## config.mk

```make
export PLATFORM = sky130hd
export DESIGN_NAME = pwr_seq_top
export DESIGN_NICKNAME = d
export VERILOG_FILES = /design/src/rtl/pwr_seq_pkg.sv /design/src/rtl/pwr_seq_dp.sv /design/src/rtl/pwr_seq_ctrl.sv /design/src/rtl/pwr_seq_top.sv
export SDC_FILE = /design/constraint.sdc
export NUM_CORES = 1
export LEC_CHECK = 0
export CAP_MARGIN = 10
export CORE_MARGIN = 5
export CORE_UTILIZATION = 39
export CTS_CLUSTER_DIAMETER = 150
export DETAILED_ROUTE_END_ITERATION = 8
export HOLD_SLACK_MARGIN = 0.02
export PLACE_DENSITY = 0.56
export SYNTH_ARGS = -nofsm -noshare
export SYNTH_HDL_FRONTEND = slang
export SYNTH_HIERARCHICAL = 1
export SYNTH_SLANG_ARGS = --single-unit
```

## constraint.sdc

```tcl
create_clock -name clk -period 2.6 [get_ports clk]
set_input_delay 0.78 -clock clk [delete_from_list [all_inputs] [get_ports clk]]
set_output_delay 0.78 -clock clk [all_outputs]
set_load 0.005 [all_outputs]
```

## src/rtl/pwr_seq_pkg.sv

```systemverilog
package pwr_seq_pkg;

  typedef enum logic [2:0] {
    PH_WAIT_BIAS = 3'd0,
    PH_WAIT_IN   = 3'd1,
    PH_DELAY     = 3'd2,
    PH_RAMP      = 3'd3,
    PH_HOLD      = 3'd4,
    PH_SLEEP     = 3'd5
  } phase_e;

  // Strobes from control to datapath
  typedef struct packed {
    logic timerClr;
    logic rampRun;
    logic codeClr;
    logic codeLoadHold;
  } seq_strobe_t;

endpackage

```

## src/rtl/pwr_seq_dp.sv

```systemverilog
module pwr_seq_dp
  import pwr_seq_pkg::*;
#(
  parameter int DELAY_CYCLES = 2_500_000,
  parameter int RAMP_DIV     = 64,
  parameter int CODE_W       = 8,
  parameter int PEAK_CODE    = 153,
  parameter int HOLD_CODE    = 138
) (
  input  logic              clk,
  input  logic              rstN,
  input  seq_strobe_t       stb,
  output logic              timerDone,
  output logic              codeAtPeak,
  output logic [CODE_W-1:0] rampCode
);

  localparam int TIMER_W = $clog2(DELAY_CYCLES + 1);
  localparam int PRE_W   = (RAMP_DIV > 1) ? $clog2(RAMP_DIV) : 1;

  logic [TIMER_W-1:0] timer;
  logic [PRE_W-1:0]   pre;
  logic               preWrap;

  assign timerDone  = (timer == TIMER_W'(DELAY_CYCLES - 1));
  assign preWrap    = (pre == PRE_W'(RAMP_DIV - 1));
  assign codeAtPeak = (rampCode == CODE_W'(PEAK_CODE));

  always_ff @(posedge clk or negedge rstN) begin
    if (!rstN) begin
      timer    <= '0;
      pre      <= '0;
      rampCode <= '0;
    end else begin
      if (stb.timerClr)    timer <= '0;
      else if (!timerDone) timer <= timer + 1'b1;

      if (!stb.rampRun || preWrap) pre <= '0;
      else                         pre <= pre + 1'b1;

      if (stb.codeClr)                 rampCode <= '0;
      else if (stb.codeLoadHold)       rampCode <= CODE_W'(HOLD_CODE);
      else if (stb.rampRun && preWrap) rampCode <= rampCode + 1'b1;
    end
  end

  // delay timer never passes its terminal count
  a_r4_timer_bounded: assert property (@(posedge clk) disable iff (!rstN)
    timer < TIMER_W'(DELAY_CYCLES));

  // code never exceeds the peak
  a_r8_code_bounded: assert property (@(posedge clk) disable iff (!rstN)
    rampCode <= CODE_W'(PEAK_CODE));

  // code only steps by one, drops to hold level, or clears
  a_r7_single_step: assert property (@(posedge clk) disable iff (!rstN)
    (rampCode != $past(rampCode)) |->
      (rampCode == $past(rampCode) + 1'b1) || (rampCode == '0) ||
      (rampCode == CODE_W'(HOLD_CODE)));

endmodule

```

## src/rtl/pwr_seq_ctrl.sv

```systemverilog
module pwr_seq_ctrl
  import pwr_seq_pkg::*;
#(
  parameter int NUM_MAIN = 3
) (
  input  logic                clk,
  input  logic                rstN,
  input  logic                biasOk,
  input  logic [NUM_MAIN-1:0] mainOk,
  input  logic                auxStrap,
  input  logic                sleepReq,
  input  logic                timerDone,
  input  logic                codeAtPeak,
  output phase_e              phase,
  output seq_strobe_t         stb,
  output logic                stbyEn,
  output logic                aux1En,
  output logic                lvEn,
  output logic                swHoldLow
);

  phase_e phaseNxt;
  logic   allOk;
  logic   ramping;

  assign allOk   = &mainOk;
  assign ramping = (phase == PH_RAMP) || (phase == PH_HOLD);

  always_comb begin
    phaseNxt = phase;
    unique case (phase)
      PH_WAIT_BIAS: if (biasOk) phaseNxt = PH_WAIT_IN;
      PH_WAIT_IN:   if (allOk) phaseNxt = PH_DELAY;
      PH_DELAY: begin
        if (!allOk)         phaseNxt = PH_WAIT_IN;
        else if (timerDone) phaseNxt = PH_RAMP;
      end
      PH_RAMP:  if (codeAtPeak) phaseNxt = PH_HOLD;
      PH_HOLD:  if (sleepReq) phaseNxt = PH_SLEEP;
      PH_SLEEP: if (!sleepReq) phaseNxt = PH_WAIT_IN;
      default:  phaseNxt = PH_WAIT_BIAS;
    endcase
    if (!biasOk) phaseNxt = PH_WAIT_BIAS;
  end

  always_ff @(posedge clk or negedge rstN) begin
    if (!rstN) phase <= PH_WAIT_BIAS;
    else       phase <= phaseNxt;
  end

  always_comb begin
    stb.timerClr     = !biasOk || (phase != PH_DELAY) || !allOk;
    stb.rampRun      = biasOk && (phase == PH_RAMP) && !codeAtPeak;
    stb.codeLoadHold = biasOk && (phase == PH_RAMP) && codeAtPeak;
    stb.codeClr      = !biasOk || !ramping || ((phase == PH_HOLD) && sleepReq);
  end

  assign stbyEn    = (phase != PH_WAIT_BIAS);
  assign aux1En    = ((phase != PH_WAIT_BIAS) && auxStrap) || ramping;
  assign lvEn      = ramping;
  assign swHoldLow = !ramping;

  // losing bias always returns to the idle phase
  a_r1_bias_loss: assert property (@(posedge clk) disable iff (!rstN)
    !biasOk |=> (phase == PH_WAIT_BIAS));

  // input dropout during the delay goes back to waiting
  a_r5_dropout_restarts: assert property (@(posedge clk) disable iff (!rstN)
    (phase == PH_DELAY && biasOk && !allOk) |=> (phase == PH_WAIT_IN));

  // sleep request in hold is honoured the next cycle
  a_r9_hold_to_sleep: assert property (@(posedge clk) disable iff (!rstN)
    (phase == PH_HOLD && biasOk && sleepReq) |=> (phase == PH_SLEEP));

  // the delay phase is entered only with all inputs valid
  a_r4_delay_entry: assert property (@(posedge clk) disable iff (!rstN)
    (phase == PH_DELAY && $past(phase) != PH_DELAY) |-> $past(allOk));

endmodule

```

## src/rtl/pwr_seq_top.sv

```systemverilog
module pwr_seq_top
  import pwr_seq_pkg::*;
#(
  parameter int NUM_MAIN     = 3,
  parameter int DELAY_CYCLES = 2_500_000,
  parameter int RAMP_DIV     = 64,
  parameter int CODE_W       = 8,
  parameter int PEAK_CODE    = 153,
  parameter int HOLD_CODE    = 138
) (
  input  logic                clk,
  input  logic                rstN,
  input  logic                biasOk,
  input  logic [NUM_MAIN-1:0] mainOk,
  input  logic                auxStrap,
  input  logic                sleepReq,
  output logic                stbyEn,
  output logic                aux1En,
  output logic                lvEn,
  output logic                swHoldLow,
  output logic [CODE_W-1:0]   rampCode,
  output logic [2:0]          phaseCode
);

  phase_e      phase;
  seq_strobe_t stb;
  logic        timerDone;
  logic        codeAtPeak;

  pwr_seq_ctrl #(.NUM_MAIN(NUM_MAIN)) u_ctrl (
    .clk(clk), .rstN(rstN), .biasOk(biasOk), .mainOk(mainOk),
    .auxStrap(auxStrap), .sleepReq(sleepReq), .timerDone(timerDone),
    .codeAtPeak(codeAtPeak), .phase(phase), .stb(stb),
    .stbyEn(stbyEn), .aux1En(aux1En), .lvEn(lvEn), .swHoldLow(swHoldLow)
  );

  pwr_seq_dp #(
    .DELAY_CYCLES(DELAY_CYCLES), .RAMP_DIV(RAMP_DIV), .CODE_W(CODE_W),
    .PEAK_CODE(PEAK_CODE), .HOLD_CODE(HOLD_CODE)
  ) u_dp (
    .clk(clk), .rstN(rstN), .stb(stb), .timerDone(timerDone),
    .codeAtPeak(codeAtPeak), .rampCode(rampCode)
  );

  assign phaseCode = phase;

  // ramp starts from zero with the switch released and the rail on
  a_r6_ramp_start: assert property (@(posedge clk) disable iff (!rstN)
    (phase == PH_RAMP && $past(phase) == PH_DELAY) |->
      (rampCode == '0 && !swHoldLow && lvEn));

  // peak is followed by the hold level
  a_r8_peak_to_hold: assert property (@(posedge clk) disable iff (!rstN)
    (phase == PH_RAMP && biasOk && rampCode == CODE_W'(PEAK_CODE)) |=>
      (phase == PH_HOLD && rampCode == CODE_W'(HOLD_CODE)));

  // hold level is kept while no sleep request arrives
  a_r9_hold_stable: assert property (@(posedge clk) disable iff (!rstN)
    (phase == PH_HOLD && biasOk && !sleepReq) |=> $stable(rampCode));

  // with strap low, aux rail 1 tracks the low-voltage rail
  a_r3_aux_with_lv: assert property (@(posedge clk) disable iff (!rstN)
    !auxStrap |-> (aux1En == lvEn));

endmodule

```

==> flow_summary.yaml, run 1 <==
finish:
  area_growth_pct: 20.6
  drive_above_1_share_pct: 13.6
  fill_cells: 522
  final_nets: 276
  multi_input_area_um2: 1140
  seq_area_um2: 977
  n_antenna_cell: 0
timing:
  period_share_pct: 96.7
  finalSetupViolCount: 0
  hold_violations: 0
  fin_setup_tns_ps: 0
  clock_skew_ps: 4.87
  slew_headroom_pct: 69.0
  max_freq_mhz: 398
  grt_setup_unrepaired: "no"
  timing.final.ws_setup_ps: 85.6
  tightest_slew_ps: 459
  min_period_ps: 2510
  slew_violations: 0
floorplanning:
  dieHeight_um: 85.5
  fp-row-count: 27
  die_w_um: 85.5
  io-pin-count: 23
  initial_core_util_pct: 40.4
  core_um2: 5510
  die_area_um2: 7310
synth:
  synth_cell_types: 52
  synthArstFlopShare_pct: 100
  ys_seq_area_share_pct: 43.9
  netlist_instances: 231
  ys_ff_latch: 39
  ys.flop_type: "dfrtp_1"
  syn_nets: 243
  syn_avg_cell_area_um2: 9.62
  ys_warn_count: 6
  synth_edf_count: 0
  synth_area_um2: 2220
worst_setup_path:
  crit_path_max_fanout: 8
  critPathTopFamily: "buffers and inverters"
  rrSetupSlack_ps: 510
  critical_path_required_ps: 1820
  start_kind: "flop"
  cp.depth: 4
  cp-endpoint: "swHoldLow"
  crit_chain: "and3b_2 -> a21o_1 -> inv_1 -> clkdlybuf4s50_1"
  cpMaxStageDelayCell: "clkdlybuf4s50_1"
  critPathKind: "reg2out"
  cp.arrival_ps: 1730
  worstSetupStartpoint: "u_ctrl/phase[0]"
  timing.rr.start: "u_dp/rampCode[0]"
  r2r_cells: 10
  path_buf_inv: 2
  crit_path_max_incr_delay_ps: 500
  r2r-end: "u_dp/rampCode[1]"
  setup.worst_path.end_class: "primary output"
routing:
  routed_wl_um: 4760
  wl_met1_um: 2270
  vias: 1804
  ant_nets: 0
  remaining_drc_errors: 0
  first_pass_iters: 4
  wl_met2_um: 2250
  wl_met3_um: 181
  avgRoutedWirePerCell_um: 14.1
  first_iter_violations: 84
  via_per_inst: 5.35
  top_layer: "met4"
clock_network:
  clk_path_buf_depth: 2
  cts_tree: "done"
  cts_buffers: 5
  cts_sinks: 39
  clkTransAtPathRegs_ps: 80
  clockRootBuffer: "clkbuf_8"
  clk_latency_ps: 290
  htree_levels: 2
grt:
  grt_remaining_overflow: 0
  antenna_found_initial: 0
  grt_max_degree: 32
  grt_util_all_layers_pct: 14.2
  grt_pass1_vias: 1804
  grt_pass1_wl_um: 8470
placed_design:
  gp_congestion: 0.765
  hpwlAfterDp_um: 3450
  place_ws_ps: -7.32
  port_buffers: 22
hold_path:
  hp-class: "in2async"
status:
  run_status: "completed"
pwr:
  peakVddDrop_uv: 357
  leakage_nw: 1.07
  pwr_density_cell_nw_per_um2: 472
flow_run:
  drv_cap: 0
flip-flops by register name (all words and copies together) (netlist names):
register / flops
u_dp/rampCode: 8
u_dp/pre: 6
u_ctrl/phase: 3
u_dp/timer: 22
cell type report:
| cell class | instances | area share (%) |
|---|---|---|
| clock inverters | 3 | 2.52 |
| clock buffers | 5 | 2.57 |
| repair buffers | 33 | 11.1 |
| multi-input cells | 176 | 42.7 |
| inverters | 9 | 1.26 |
| well taps | 72 | 3.36 |
| flip-flops and latches | 39 | 36.5 |
worst min-delay path by stage:
stage                 from               end  depth (start not counted)
6_report              rstN  u_dp/rampCode[6]                          1
5_1_grt               rstN       u_dp/pre[3]                          1
3_3_place_gp   u_dp/pre[0]       u_dp/pre[0]                          1
4_1_cts               rstN  u_dp/rampCode[2]                          1
3_5_place_dp   u_dp/pre[0]       u_dp/pre[0]                          1
2_1_floorplan  u_dp/pre[0]       u_dp/pre[0]                          1
cells in the mapped netlist, drive strengths merged, types with 2 or more instances:
library cell	instances	area, um^2
nor4	6	37.5
or2	3	18.8
nor2	24	90.1
and3	4	25.0
and4b	2	20.0
or3	7	43.8
and4	4	41.3
buf	5	46.3
nor3	5	25.0
a311oi	2	17.5
dfrtp	39	976
o21ai	11	58.8
a21o	3	22.5
xnor2	9	78.8
and2	2	12.5
a21oi	13	65.1
a31oi	2	12.5
or4	5	37.5
nor2b	3	18.8
nand3	11	72.6
inv	9	33.8
nand4	9	71.3
nor4b	3	32.5
xor2	9	78.8
ha	4	50.1
nand2	19	73.8
o31ai	4	30.0
worst register-to-register path: cells and delay by family, from the launching register on:
kind | cells | cell delay (ps)
adder cells (fa/ha/maj) | 1 | 220
multiplexers | 1 | 350
AND/OR/NAND/NOR | 5 | 540
flip-flops | 1 | 440
buffers and inverters | 2 | 330
AO/OA/AOI/OAI | 1 | 160
cells in the final DEF (no fill, tap or decap), types with 3 or more instances in the layout:
cell,synthesis,layout
a21o_1,3,3
a21oi_1,13,13
and3_1,4,4
buf_4,1,11
clkbuf_8,0,5
clkdlybuf4s50_1,0,20
dfrtp_1,39,38
ha_1,4,4
inv_1,9,9
nand2_1,18,18
nand3_1,9,9
nand4_1,8,8
nor2_1,24,24
nor2b_1,3,3
nor3_1,5,5
nor4_1,6,6
o21ai_0,10,10
o31ai_1,4,4
or3_1,7,7
or4_1,5,5
xnor2_1,9,9
xor2_1,9,9
logic make-up after synthesis:
logic type	after synthesis	share of synthesized area, %
AO/OA/AOI/OAI	40	11.3
XOR/XNOR	18	7.09
adder cells (fa/ha/maj)	4	2.25
buffers and inverters	16	4.56
flip-flops	39	43.9
multiplexers	1	0.507
AND/OR/NAND/NOR	113	30.3
what timing repair did:
item                                   4_1_cts  5_1_grt
endpoints found under the hold margin        0        0
setup endpoints to repair                    1        1
hold buffers                                 0        0
pin swaps                                    0        0
setup buffers                                0        0
resized for setup                            1        1
power by group:
group | switching (W) | internal (W)
registers | 0.00000239 | 0.000607
clock network | 0.000222 | 0.000383
logic | 0.0000250 | 0.0000237
total | 0.000250 | 0.00101
per-stage QoR:
step	utilization (%)	instance area, um^2	std cells	total power (W)	hold WS [ps]
final	48.6	2680	337	0.00126	324
after global routing	48.6	2680	337	0.00132	324
after detailed placement	46.2	2540	329	0.000673	458
after floorplan	-	2220	231	0.000636	433
after global placement	46.2	2540	329	0.000673	456
after CTS	48.6	2680	337	0.00129	320
layer usage:
metal / up-vias / GRT usage, %
met5: - / 0
met4: 0 / 5.18
met3: 7 / 3.40
met2: 28 / 23.2
met1: 859 / 18.3
li1: 910 / -
(Power assumes the default switching activity.)
==> inputs of run 2 (changes only) <==
--- a/config.mk
+++ b/config.mk
@@ -6,7 +6,6 @@
 export NUM_CORES = 1
 export LEC_CHECK = 0
 export CAP_MARGIN = 10
-export CORE_MARGIN = 5
 export CORE_UTILIZATION = 39
 export CTS_CLUSTER_DIAMETER = 150
 export DETAILED_ROUTE_END_ITERATION = 8
==> run 2 against run 1 <==
Register-to-register slack about the same; fmax up 1.0%; non-clock buffer count up 5; final area up 1.2%; sequential power about the same; clock skew up 5.0 ps; clock-buffer cell count up 1; flip-flop and latch count unchanged; global-route usage up 2.4 points; die area down 18%; total power down 5.8%; hold slack better by 150 ps; critical path type unchanged; highest routed layer unchanged.
==> flow_summary.yaml, run 2 (synthesized netlist as in run 1, its figures left out) <==
status:
  run_status: "completed"
floorplanning:
  core_um2: 5510
  die_area_um2: 6000
  initial_core_util_pct: 40.4
  die_w_um: 77.5
  io-pin-count: 23
  fp-row-count: 27
  dieHeight_um: 77.5
finish:
  largest_registers: "u_dp/timer x22, u_dp/rampCode x8, u_dp/pre x6"
  regMostFlops: "u_dp/timer"
  mostFrequentLayoutCells: "38 x dfrtp_1, 24 x nor2_1, 20 x clkdlybuf4s50_1"
  area_growth_pct: 22.0
  largest_reg_flops: 22
  n_antenna_cell: 0
  drive_above_1_share_pct: 15.2
  final_common_cell: "dfrtp_1"
  fill_cells: 526
  final_nets: 281
worst_setup_path:
  cpMaxStageDelayCell: "clkdlybuf4s50_1"
  start_kind: "flop"
  critical_path_required_ps: 1820
  crit_path_max_fanout: 6
  critPathKind: "reg2out"
  setup.worst_path.end_class: "primary output"
  crit_path_max_incr_delay_ps: 500
  cp.arrival_ps: 1710
  crit_chain: "and3b_2 -> a21o_1 -> inv_1 -> clkdlybuf4s50_1"
routing:
  ant_nets: 0
  vias: 1827
  first_iter_violations: 81
  routed_wl_um: 4490
  remaining_drc_errors: 0
  first_pass_iters: 4
  via_per_inst: 5.34
  avgRoutedWirePerCell_um: 13.1
clock_network:
  cts_tree: "done"
  cts_hold_buf: 0
  cts_sinks: 39
  clk_path_buf_depth: 2
  cts_buffers: 5
  clkTransAtPathRegs_ps: 80
  clockRootBuffer: "clkbuf_8"
  htree_levels: 2
  clk_latency_ps: 300
grt:
  grt_remaining_overflow: 0
  antenna_found_initial: 0
  grt_pass1_vias: 1738
  grt_util_all_layers_pct: 16.7
  grt_pass1_wl_um: 7910
  grt_max_degree: 40
timing:
  grt_setup_unrepaired: "no"
  clock_skew_ps: 9.86
  period_share_pct: 95.8
  tightest_slew_ps: 497
  max_freq_mhz: 402
  whs_ps: 475
  hold_violations: 0
  slew_headroom_pct: 66.8
  slew_violations: 0
  min_period_ps: 2490
  finalSetupViolCount: 0
pwr:
  peakVddDrop_uv: 274
  pwr_density_cell_nw_per_um2: 439
  fin_total_pwr_w: 0.00119
  leakage_nw: 1.10
placed_design:
  port_buffers: 22
  gp_congestion: 0.739
  hpwlAfterDp_um: 3200
hold_path:
  hp-class: "reg2reg"
flow_run:
  drv_cap: 0
run 2: timing repair:
item,4_1_cts,5_1_grt
gates resized for setup,2,0
pin swaps,0,0
endpoints found under the setup margin,1,1
buffers inserted,0,6
run 2: layout make-up:
| class | instances | area [um^2] | area share (%) |
|---|---|---|---|
| clock inverter | 2 | 35.0 | 1.29 |
| inverter | 9 | 33.8 | 1.25 |
| tap | 72 | 90.1 | 3.32 |
| sequential | 39 | 977 | 36.1 |
| multi-input combinational | 176 | 1140 | 42.2 |
| clock buffer | 6 | 82.6 | 3.05 |
| timing repair buffer | 38 | 347 | 12.8 |
run 2: path summary, 6_finish.rpt:
path / slack (ps) / cells past startpoint / start / endpoint
min in group asynchronous: 530 / 2 / rstN / u_dp/pre[4]
max in group asynchronous: 1710 / 2 / rstN / u_ctrl/phase[0]
worst max-delay path: 110 / 4 / u_ctrl/phase[0] / swHoldLow
worst min register to register: 480 / 1 / u_dp/pre[0] / u_dp/pre[0]
worst min-delay path: 480 / 1 / u_dp/pre[0] / u_dp/pre[0]
worst max register to register: 510 / 9 / u_dp/rampCode[0] / u_dp/rampCode[5]
run 2: per-stage QoR:
step           setup slack, ps  TNS [ps]  instance area [um^2]  instances  util, %
3_3_place_gp             -2.98     -2.98                  2550        328     46.3
4_1_cts                   57.8         0                  2670        336     48.4
2_1_floorplan              591         0                  2220        231        -
5_1_grt                   23.0         0                  2710        342     49.2
6_report                   110         0                  2710        342     49.2
3_5_place_dp             -10.2     -10.2                  2550        328     46.3
run 2: power breakdown:
group / total (W) / switching (W) / internal [W]
Combinational: 0.0000524 / 0.0000253 / 0.0000271
Clock: 0.000529 / 0.000218 / 0.000311
Sequential: 0.000610 / 0.00000199 / 0.000608
Total: 0.00119 / 0.000246 / 0.000945
run 2: critical path: cells and delay by family (launching register included):
family,cells,cell delay [ps]
compound gates,1,180
buf+inv,2,550
flops,1,450
simple gates,1,240
run 2: metal layers:
layer | GRT usage [%] | up-vias | wire length [um]
met5 | 0 | - | 0
met1 | 21.3 | 882 | 2140
met4 | 5.09 | 0 | 52
met2 | 27.3 | 23 | 2160
li1 | - | 916 | -
met3 | 4.59 | 6 | 131
==> inputs of run 3 (changes only) <==
--- a/config.mk
+++ b/config.mk
@@ -11,6 +11,7 @@
 export DETAILED_ROUTE_END_ITERATION = 8
 export HOLD_SLACK_MARGIN = 0.02
 export PLACE_DENSITY = 0.56
+export SKIP_CTS_REPAIR_TIMING = 1
 export SYNTH_ARGS = -nofsm -noshare
 export SYNTH_HDL_FRONTEND = slang
 export SYNTH_HIERARCHICAL = 1
==> run 3 against run 2 <==
Wire length is 0.51% higher; clock skew hardly changed; critical endpoint unchanged; non-clock buffer count stayed put; clock power hardly changed; via count is 0.27% higher; global-route usage stayed put; core utilization is 0.068 points higher; critical path depth stayed put; fmax hardly changed; total power hardly changed; final area is 0.14% higher; sequential share of layout area hardly changed.
==> flow_summary.yaml, run 3 (synthesized netlist as in run 1, its figures left out) <==
status:
  run_status: "completed"
worst_setup_path:
  cp.arrival_ps: 1710
  r2r_cells: 9
  r2r-end: "u_dp/rampCode[5]"
  critPathKind: "reg2out"
  setup.worst_path.end_class: "primary output"
  critical_path_required_ps: 1820
  rrSetupSlack_ps: 510
  start_kind: "flop"
  crit_path_max_fanout: 6
  timing.rr.start: "u_dp/rampCode[0]"
routing:
  ant_nets: 0
  first_iter_violations: 81
  vias: 1832
  remaining_drc_errors: 0
  via_per_inst: 5.36
  routed_wl_um: 4510
  first_pass_iters: 4
  avgRoutedWirePerCell_um: 13.2
timing:
  whs_ps: 475
  min_period_ps: 2490
  slew_headroom_pct: 66.8
  hold_violations: 0
  grt_setup_unrepaired: "no"
  clock_skew_ps: 10.0
  period_share_pct: 95.8
  fin_setup_tns_ps: 0
  slew_violations: 0
  max_freq_mhz: 401
  tightest_slew_ps: 497
  finalSetupViolCount: 0
floorplanning:
  core_um2: 5510
  io-pin-count: 23
  die_w_um: 77.5
  dieHeight_um: 77.5
  fp-row-count: 27
  die_area_um2: 6000
  initial_core_util_pct: 40.4
finish:
  largest_reg_flops: 22
  area_growth_pct: 22.1
  final_nets: 281
  n_antenna_cell: 0
  final_common_cell: "dfrtp_1"
  regMostFlops: "u_dp/timer"
  fill_cells: 526
  drive_above_1_share_pct: 15.2
  largest_registers: "u_dp/timer x22, u_dp/rampCode x8, u_dp/pre x6"
  mostFrequentLayoutCells: "38 x dfrtp_1, 24 x nor2_1, 20 x clkdlybuf4s50_1"
pwr:
  pwr_density_cell_nw_per_um2: 439
  fin_total_pwr_w: 0.00119
  leakage_nw: 1.11
  peakVddDrop_uv: 274
hold_path:
  min_from: "u_dp/pre[0]"
  hold_end: "u_dp/pre[0]"
  hp-class: "reg2reg"
  whs_path_depth: 1
grt:
  grt_pass1_vias: 1736
  antenna_found_initial: 0
  grt_remaining_overflow: 0
  grt_max_degree: 40
  grt_pass1_wl_um: 7910
  grt_util_all_layers_pct: 16.7
clock_network:
  clk_latency_ps: 300
  cts_tree: "done"
  clkTransAtPathRegs_ps: 80
  clockRootBuffer: "clkbuf_8"
  cts_buffers: 5
  clk_path_buf_depth: 2
  htree_levels: 2
  cts_sinks: 39
flow_run:
  drv_cap: 0
placed_design:
  port_buffers: 22
  hpwlAfterDp_um: 3200
  gp_congestion: 0.739
## run 3: changes by cell type in the layout (fill, tap and decap cells not counted), sizes merged
cell,change
dlygate4sd2,-1
dlymetal6s2s,+1
## run 3: stage by stage
stage | worst slack (ps) | utilization, % | instances | instance area [um^2]
after CTS | -25.0 | 48.4 | 336 | 2670
after global routing | 23.0 | 49.3 | 342 | 2710
final | 108 | 49.3 | 342 | 2710
after global placement | -2.98 | 46.3 | 328 | 2550
after detailed placement | -10.2 | 46.3 | 328 | 2550
after floorplan | 591 | - | 231 | 2220
## run 3: final cells by class
cell class                      instances  area (um^2)  share of cell area (%)
Multi-Input combinational cell        176         1140                    42.2
Sequential cell                        39          977                    36.0
Timing Repair Buffer                   38          350                    12.9
Tap cell                               72         90.1                    3.32
Clock buffer                            6         82.6                    3.04
Clock inverter                          2         35.0                    1.29
Inverter                                9         33.8                    1.24
## run 3: where the power goes
group | switching (W) | internal, W
sequential | 0.00000199 | 0.000608
clock | 0.000218 | 0.000311
combinational | 0.0000254 | 0.0000276
## run 3: worst max-delay path by stage
stage	from	endpoint	slack (ps)	cells past startpoint
after CTS	u_ctrl/phase[0]	aux1En	-20	4
after global routing	u_ctrl/phase[0]	swHoldLow	20	4
after global placement	auxStrap	aux1En	-3	3
final	u_ctrl/phase[0]	swHoldLow	110	4
after detailed placement	auxStrap	aux1En	-10	3
after floorplan	biasOk	u_dp/rampCode[5]	590	6
## run 3: routing by layer
| layer | GRT usage, % | routed length (um) |
|---|---|---|
| met1 | 21.4 | 2140 |
| met2 | 27.2 | 2190 |
| met3 | 4.59 | 131 |
| met4 | 5.09 | 52 |
| met5 | 0 | 0 |
## run 3: critical path: stages, from the launching register on
cell and delay (ps):
dfrtp_2 450, and3b_2 240, a21o_1 180, inv_1 50, clkdlybuf4s50_1 500
